`src/rtl/doze_pkg.sv`:
```
package doze_pkg;

  typedef struct packed {
    logic       rec_on_irq;
    logic [2:0] slow_sel;
    logic       slow_en;
    logic [2:0] osc_post;
    logic [1:0] pll_out_div;
    logic       rsvd0;
    logic [4:0] pll_in_div;
  } doze_cfg_t;

  localparam int CFG_W = $bits(doze_cfg_t);
  localparam int SEL_W = 3;

  localparam logic [CFG_W-1:0] CFG_RST     = 16'h3040;
  localparam logic [CFG_W-1:0] CFG_WR_MASK = 16'hFFDF;

endpackage

```
`src/rtl/doze_cfg_reg.sv`:
```
module doze_cfg_reg
  import doze_pkg::*;
(
  input  logic             clk,
  input  logic             rst,
  input  logic             wr_en,
  input  logic [CFG_W-1:0] wr_data,
  input  logic             irq_evt,
  output doze_cfg_t        cfg_q
);

  doze_cfg_t cfg_d;
  logic      hw_clear;

  // The recovery decision uses the bit already stored, not the incoming one.
  assign hw_clear = irq_evt && cfg_q.rec_on_irq;

  always_comb begin
    cfg_d = cfg_q;
    if (wr_en) begin
      cfg_d = doze_cfg_t'(wr_data & CFG_WR_MASK);
    end
    if (hw_clear) begin
      cfg_d.slow_en = 1'b0;
    end
  end

  always_ff @(posedge clk) begin
    if (rst) begin
      cfg_q <= doze_cfg_t'(CFG_RST);
    end else begin
      cfg_q <= cfg_d;
    end
  end

  // an armed interrupt drops slow-enable in the next cycle
  p_irq_clear_r6: assert property (@(posedge clk) disable iff (rst)
    (irq_evt && cfg_q.rec_on_irq) |=> !cfg_q.slow_en);

  // an unarmed interrupt with no write leaves the word as it is
  p_irq_hold_r7: assert property (@(posedge clk) disable iff (rst)
    (irq_evt && !cfg_q.rec_on_irq && !wr_en) |=> $stable(cfg_q));

  // a plain write lands in the next cycle with bit 5 cleared
  p_write_r2: assert property (@(posedge clk) disable iff (rst)
    (wr_en && !irq_evt) |=> (cfg_q == ($past(wr_data) & CFG_WR_MASK)));

  // a write with a clear armed keeps every field but slow-enable
  p_clear_wins_r8: assert property (@(posedge clk) disable iff (rst)
    (wr_en && irq_evt && cfg_q.rec_on_irq) |=>
      (!cfg_q.slow_en && cfg_q.slow_sel == $past(wr_data[14:12])));

endmodule

```
`src/rtl/doze_ratio_sel.sv`:
```
module doze_ratio_sel
  import doze_pkg::*;
#(
  parameter int SEL_BITS = SEL_W
) (
  input  doze_cfg_t            cfg,
  output logic [SEL_BITS-1:0]  eff_sel
);

  // A zero code stands for 1:1; reduction applies only with slow-enable set.
  assign eff_sel = cfg.slow_en ? SEL_BITS'(cfg.slow_sel) : '0;

endmodule

```
`src/rtl/doze_phase_gen.sv`:
```
module doze_phase_gen #(
  parameter int SEL_BITS = 3
) (
  input  logic                clk,
  input  logic                rst,
  input  logic [SEL_BITS-1:0] eff_sel,
  output logic                clk_en
);

  localparam int CNT_W = (1 << SEL_BITS) - 1;

  logic [CNT_W-1:0]    cnt_q;
  logic [CNT_W-1:0]    cnt_cur;
  logic [CNT_W-1:0]    last_phase;
  logic [SEL_BITS-1:0] prev_sel_q;
  logic                restart;

  assign restart    = (eff_sel != prev_sel_q);
  assign last_phase = CNT_W'((64'd1 << eff_sel) - 64'd1);
  assign cnt_cur    = restart ? '0 : cnt_q;

  always_ff @(posedge clk) begin
    if (rst) begin
      cnt_q      <= '0;
      prev_sel_q <= '0;
      clk_en     <= 1'b1;
    end else begin
      prev_sel_q <= eff_sel;
      clk_en     <= (cnt_cur == '0);
      cnt_q      <= (cnt_cur == last_phase) ? '0 : cnt_cur + 1'b1;
    end
  end

  // at the 1:1 ratio the enable stays high
  p_full_speed_r3: assert property (@(posedge clk) disable iff (rst)
    (eff_sel == '0) |=> clk_en);

  // a ratio change restarts the phase with a pulse
  p_restart_r5: assert property (@(posedge clk) disable iff (rst)
    restart |=> clk_en);

  // with a steady ratio above 1:1, a pulse is followed by a gap
  p_gap_r4: assert property (@(posedge clk) disable iff (rst)
    (clk_en && eff_sel != '0 && !restart) |=> !clk_en);

endmodule

```
`src/rtl/doze_ratio_ctl.sv`:
```
module doze_ratio_ctl
  import doze_pkg::*;
(
  input  logic        clk,
  input  logic        rst,
  input  logic        wr_en,
  input  logic [15:0] wr_data,
  input  logic        irq_evt,
  output logic        cpu_clk_en,
  output logic [15:0] cfg_rd_data
);

  doze_cfg_t          cfg_q;
  logic [SEL_W-1:0]   eff_sel;

  doze_cfg_reg u_cfg (
    .clk     (clk),
    .rst     (rst),
    .wr_en   (wr_en),
    .wr_data (wr_data),
    .irq_evt (irq_evt),
    .cfg_q   (cfg_q)
  );

  doze_ratio_sel #(.SEL_BITS(SEL_W)) u_sel (
    .cfg     (cfg_q),
    .eff_sel (eff_sel)
  );

  doze_phase_gen #(.SEL_BITS(SEL_W)) u_phase (
    .clk     (clk),
    .rst     (rst),
    .eff_sel (eff_sel),
    .clk_en  (cpu_clk_en)
  );

  assign cfg_rd_data = cfg_q;

  // the unimplemented bit never reads as one
  p_rsvd_zero_r2: assert property (@(posedge clk) disable iff (rst)
    $past(wr_en) |-> !cfg_rd_data[5]);

endmodule

```
`config.mk`:
```
export PLATFORM = sky130hd
export DESIGN_NAME = doze_ratio_ctl
export DESIGN_NICKNAME = d
export VERILOG_FILES = /design/src/rtl/doze_pkg.sv /design/src/rtl/doze_cfg_reg.sv /design/src/rtl/doze_ratio_sel.sv /design/src/rtl/doze_phase_gen.sv /design/src/rtl/doze_ratio_ctl.sv
export SDC_FILE = /design/constraint.sdc
export NUM_CORES = 1
export LEC_CHECK = 0
export BUFFER_PORTS_ARGS = -buffer_cell sky130_fd_sc_hd__buf_2
export CAP_MARGIN = 20
export CORE_ASPECT_RATIO = 2
export CORE_MARGIN = 3
export CORE_UTILIZATION = 40
export DETAILED_ROUTE_END_ITERATION = 10
export GPL_ROUTABILITY_DRIVEN = 0
export MAX_ROUTING_LAYER = met4
export PLACE_DENSITY = 0.6
export SETUP_SLACK_MARGIN = 0.5
export SLEW_MARGIN = 10
export SYNTH_ARGS = -nofsm -noshare
export SYNTH_HDL_FRONTEND = slang
export SYNTH_SLANG_ARGS = --single-unit
```
`constraint.sdc`:
```
create_clock -name clk -period 3.3 [get_ports clk]
set_input_delay 0.33 -clock clk [delete_from_list [all_inputs] [get_ports clk]]
set_output_delay 0.33 -clock clk [all_outputs]
set_load 0.01 [all_outputs]
```
# [Yosys cells after proc, flatten, opt, wreduce, memory -nomap -nowiden]
# Index checks and enable logic that the tools add are counted.
[classes] n_addsub=2 eq_ne=2 shift=1 n_mux=2 n_reduce_logical=4
[ops] cell="adder 7 x 1 -> 7 bit, second input constant" n=1
[ops] cell="== test 7 bit" n=1
[ops] cell="logical NOT 7 bit" n=1
[ops] cell="2-to-1 mux 7 bit" n=1
[ops] cell="<< shifter 1 x 3 -> 7 bit, first input constant" n=1
[ops] cell="subtractor 7 x 1 -> 7 bit, second input constant" n=1
[ops] cell="OR reduction 2 bit" n=2
[ops] cell="2-to-1 mux 3 bit" n=1
[ops] cell="inequality test 3 bit" n=1
[ops] cell="logical AND 1 bit" n=1
[word_totals] regBits=26 input_bits=20 word_cells=20

# [Logic depth before layout (Yosys ltp)]
[logic_depth] ltp_word=5 depth_mapped=10

# [Cells and area by module]
# Synthesis repeated with hierarchy kept, for this count alone.
[hier_totals] hier_cells=150 area_unflattened_um2=1362.6
[by_module_without_submodules] mod="doze_phase_gen" instances=1 cells_per_inst=97 area_each_um2=782.0 seq_area_each_um2=220.2
[by_module_without_submodules] mod="doze_cfg_reg" instances=1 cells_per_inst=50 area_each_um2=561.8 seq_area_each_um2=300.3
[by_module_without_submodules] mod="doze_ratio_sel" instances=1 cells_per_inst=3 area_each_um2=18.8 seq_area_each_um2=0.0

# [Least setup slack after synthesis]
# OpenSTA, ideal clock, no wires.
[synth_timing] path_kind="register -> register" startpoint="reg, netlist name u_cfg.cfg_q[14]" endpoint="reg u_phase.cnt_q[3]" arrival_ns=2.418 setup_slack_ns=0.746 stages_incl_launch_ff=11 n_path_buf=1 path_cell_list="dfxtp_1 > clkbuf_1 > o31ai_1 > inv_1 > ha_1 > nor3b_1 > o211ai_1 > a2111oi_0 > a2bb2oi_1 > a211oi_2 > nor4b_1"
[synth_between] elab_chain_len=5 word_cells_on_any_way=8 cone_classes="add/sub: 2; eq/ne: 2; shift: 1; mux: 2; reduce/logical: 1"
[synth_rtl] item="2-to-1 mux 3 bit *" line="doze_ratio_sel.sv:11" text="assign eff_sel = cfg.slow_en ? SEL_BITS'(cfg.slow_sel) : '0;"
[synth_rtl] item="<< shifter 1 x 3 -> 7 bit / inequality test 3 bit (equally long branches)" line="doze_phase_gen.sv:19, doze_phase_gen.sv:18"
[synth_rtl] item="subtractor 7 x 1 -> 7 bit / 2-to-1 mux 7 bit (equally long branches)" line="doze_phase_gen.sv:19, doze_phase_gen.sv:20"
[synth_rtl] item="== test 7 bit" line="doze_phase_gen.sv:30" text="cnt_q <= (cnt_cur == last_phase) ? '0 : cnt_cur + 1'b1;"
[synth_rtl] item="OR reduction 2 bit (no line)"
[synth_rtl] item="to (signal assigned)" line="doze_phase_gen.sv:30"
[synth_rtl] item="to (decl)" line="doze_phase_gen.sv:12" text="logic [CNT_W-1:0] cnt_q;"
# Every way passes the cells marked *; elsewhere a longest branch is shown, timed or not.
# A chain may end at the register's enable or synchronous reset.

# [Worst setup path after layout]
[layout_timing] startpoint="reg, netlist name u_cfg.cfg_q[14]" endpoint="reg u_phase.cnt_q[4]"
[layout_between] elab_chain_len=5 word_cells_on_any_way=8 cone_classes="add/sub: 2; eq/ne: 2; shift: 1; mux: 2; reduce/logical: 1"
[layout_rtl] item="2-to-1 mux 3 bit *" line="doze_ratio_sel.sv:11"
[layout_rtl] item="<< shifter 1 x 3 -> 7 bit / inequality test 3 bit (equally long branches)" line="doze_phase_gen.sv:19, doze_phase_gen.sv:18"
[layout_rtl] item="subtractor 7 x 1 -> 7 bit / 2-to-1 mux 7 bit (equally long branches)" line="doze_phase_gen.sv:19, doze_phase_gen.sv:20"
[layout_rtl] item="== test 7 bit" line="doze_phase_gen.sv:30"
[layout_rtl] item="OR reduction 2 bit (no line)"
# Marks and branches as above.

==> impl_metrics.json <==
{
  "status": "finished, final reports clean",
  "peakVddDrop_mv": 0.277,
  "cts_sinks": 26,
  "cp_max_fo": 14,
  "setup_ws_ns": 0.682,
  "nFillCells": 322,
  "synthToLayoutAreaGrowth_pct": 19.0,
  "antenna_left": 0,
  "synth-edff-count": 0,
  "floorplan.initialDensity_pct": 42.5,
  "synth_cell_types": 46,
  "drtPass1Iterations": 4,
  "slowest_stage": "dfxtp_2",
  "pre_cts_slack_ns": 0.452,
  "leakage_nw": 0.719,
  "yosysSeqAreaShare_pct": 37.5,
  "cts_buffer_depth": 2,
  "die_h_um": 89.3,
  "num_rows": 29,
  "hp-class": "input port to flip-flop",
  "post_synth.cell_area_avg_um2": 9.18,
  "setup_tns_ns": 0,
  "hold_viol": 0,
  "antenna_found_initial": 0,
  "antenna_cells": 0,
  "grt_start_max_net_pins": 27,
  "clkTransAtPathRegs_ns": 0.09,
  "critPathCaptureType": "flip-flop",
  "fin_cells": 211,
  "cts_made_buffers": 3,
  "drc_errors": 0,
  "layout-drive-gt1-share_pct": 29.4,
  "syn_inst": 151,
  "cts_max_level": 1,
  "timing.final.crit_period_ns": 2.62,
  "startpoint_type": "flip-flop",
  "yosys_warnings": 0,
  "fp.coreArea_um2": 3270,
  "maxCapViolations": 0,
  "rsz0062_at_grt": "no",
  "chipWidth_um": 47.6,
  "power.density_nw_per_um2": 420,
  "post_drt_wl_per_cell_um": 14.3,
  "crit_buf_inv": 2,
  "crit_chain": "o31ai_2 > inv_1 > ha_1 > and2_1 > o211ai_1 > a2111oi_2 > a2bb2oi_1 > a211oi_4 > buf_4 > nor4b_1",
  "worstSetupPathType": "flip-flop to flip-flop",
  "synth_seq_cells": 26,
  "syn_area_um2": 1390,
  "synth_largest_area_cell": "dfxtp_1",
  "dieArea_um2": 4250,
  "grt_pass1_vias": 1231,
  "grt_pass1_wl_um": 5170,
  "overflow": 0,
  "dp.cells": 206,
  "io_pins": 37,
  "fin_crit_sh_pct": 79.3,
  "synth_top_area_share_pct": 37.5,
  "slowest_delay_ns": 0.40,
  "clk_latency_ns": 0.27,
  "fmax_ghz": 0.382,
  "vias": 1207,
  "syn_nets": 174,
  "numPortBuffers": 34,
  "viasPerCell": 5.72,
  "maxSlewViolCount": 0,
  "hold_buffers": 0,
  "wl_um": 3020,
  "nets": 204,
  "cts-root-buf": "clkbuf_8",
  "cts_tree": "done",
  "hpwl_um": 2310,
  "finalClockSkew_ns": 0.00427,
  "drt_iter0_drc": 11,
  "critPathTopFamily": "compound AO/OA/AOI/OAI gates",
  "synthTopCellsByArea": "dfxtp_1, mux2i_1, nor2_1",
  "grtUsageTotal_pct": 16.7,
  "final-setup-viol-count": 0,
  "ys.flop_type": "dfxtp_1",
  "ys_async_sr_fraction_pct": 0,
  "worstPathRequired_ns": 3.46,
  "arrival_ns": 2.77
}
-- kinds of logic after synthesis --
family / count (synthesis) / synth area share (%)
adders and majority gates: 3 / 2.71
xor gates and xnor gates: 9 / 5.69
buffers and inverters: 14 / 4.15
other: 1 / 0.270
AOI/OAI and AO/OA: 26 / 16.3
and+or+nand+nor: 59 / 23.9
muxes: 13 / 9.39
DFF: 26 / 37.5
-- placed cells by master, fill, tap and decap left out, types with 4 or more instances in the layout --
master,netlist,routed
xnor2_1,6,6
dfxtp_1,26,22
nand2_1,9,9
nor2_1,17,17
nor4b_1,5,5
nor2b_1,4,4
a211oi_1,4,4
mux2i_1,13,13
clkbuf_8,0,4
inv_1,4,4
buf_2,1,34
-- cell type report --
type | instances | area, um2 | area share (%)
Clock buffer | 4 | 55.1 | 3.34
Inverter | 4 | 15.0 | 0.910
Multi-Input combinational cell | 111 | 835 | 50.6
Sequential cell | 26 | 528 | 32.0
Tap cell | 31 | 38.8 | 2.35
Timing Repair Buffer | 35 | 178 | 10.8
-- where the power goes --
group          leakage [nW]  internal, mW  total [mW]  switching (mW)
Clock                0.0288         0.107       0.202          0.0957
Sequential            0.214         0.332       0.353          0.0215
Combinational         0.477        0.0676       0.137          0.0693
Total                 0.719         0.506       0.692           0.186
-- cells in the mapped netlist (4+ instances only) --
cell / n
nor4b_1: 5
dfxtp_1: 26
nor2_1: 17
inv_1: 4
clkbuf_1: 6
nor2b_1: 4
a211oi_1: 4
mux2i_1: 13
nand2_1: 9
xnor2_1: 6
-- stage by stage --
stage,hold WS (ns),instance area (um2),total power [mW],utilization (%)
floorplan,0.433,1390,0.446,-
global placement,0.448,1550,0.480,47.5
detailed placement,0.459,1550,0.486,47.5
CTS,0.226,1610,0.689,49.3
global route,0.230,1650,0.731,50.5
finish,0.229,1650,0.692,50.5
-- metal layers --
metal	routed length, um	global-route usage, %	up-vias
met5	0	-	-
met4	44	6.37	0
met3	116	2.02	8
met2	1690	29.8	38
met1	1170	17.5	559
li1	-	-	602
-- sequential cells by signal, indices dropped and copies added (netlist names) --
| name | cells |
|---|---|
| u_phase.clk_en | 1 |
| u_phase.cnt_q | 7 |
| u_phase.prev_sel_q | 3 |
| u_cfg.cfg_q | 15 |
-- worst paths after layout --
check	slack, ns	end	depth (start not counted)	startpoint
max reg2reg	0.68	u_phase.cnt_q[4]	10	u_cfg.cfg_q[14]
min	0.23	u_cfg.cfg_q[11]	2	irq_evt
min reg2reg	0.47	u_cfg.cfg_q[11]	1	u_cfg.cfg_q[15]
max	0.68	u_phase.cnt_q[4]	10	u_cfg.cfg_q[14]
-- timing repair --
action / 4_1_cts / 5_1_grt
setup buffers: 0 / 1
gates resized for setup: 1 / 9
cloned: 0 / 0
endpoints found under the setup margin: 7 / 7
pin swaps: 1 / 1
(Power assumes the default switching activity.)
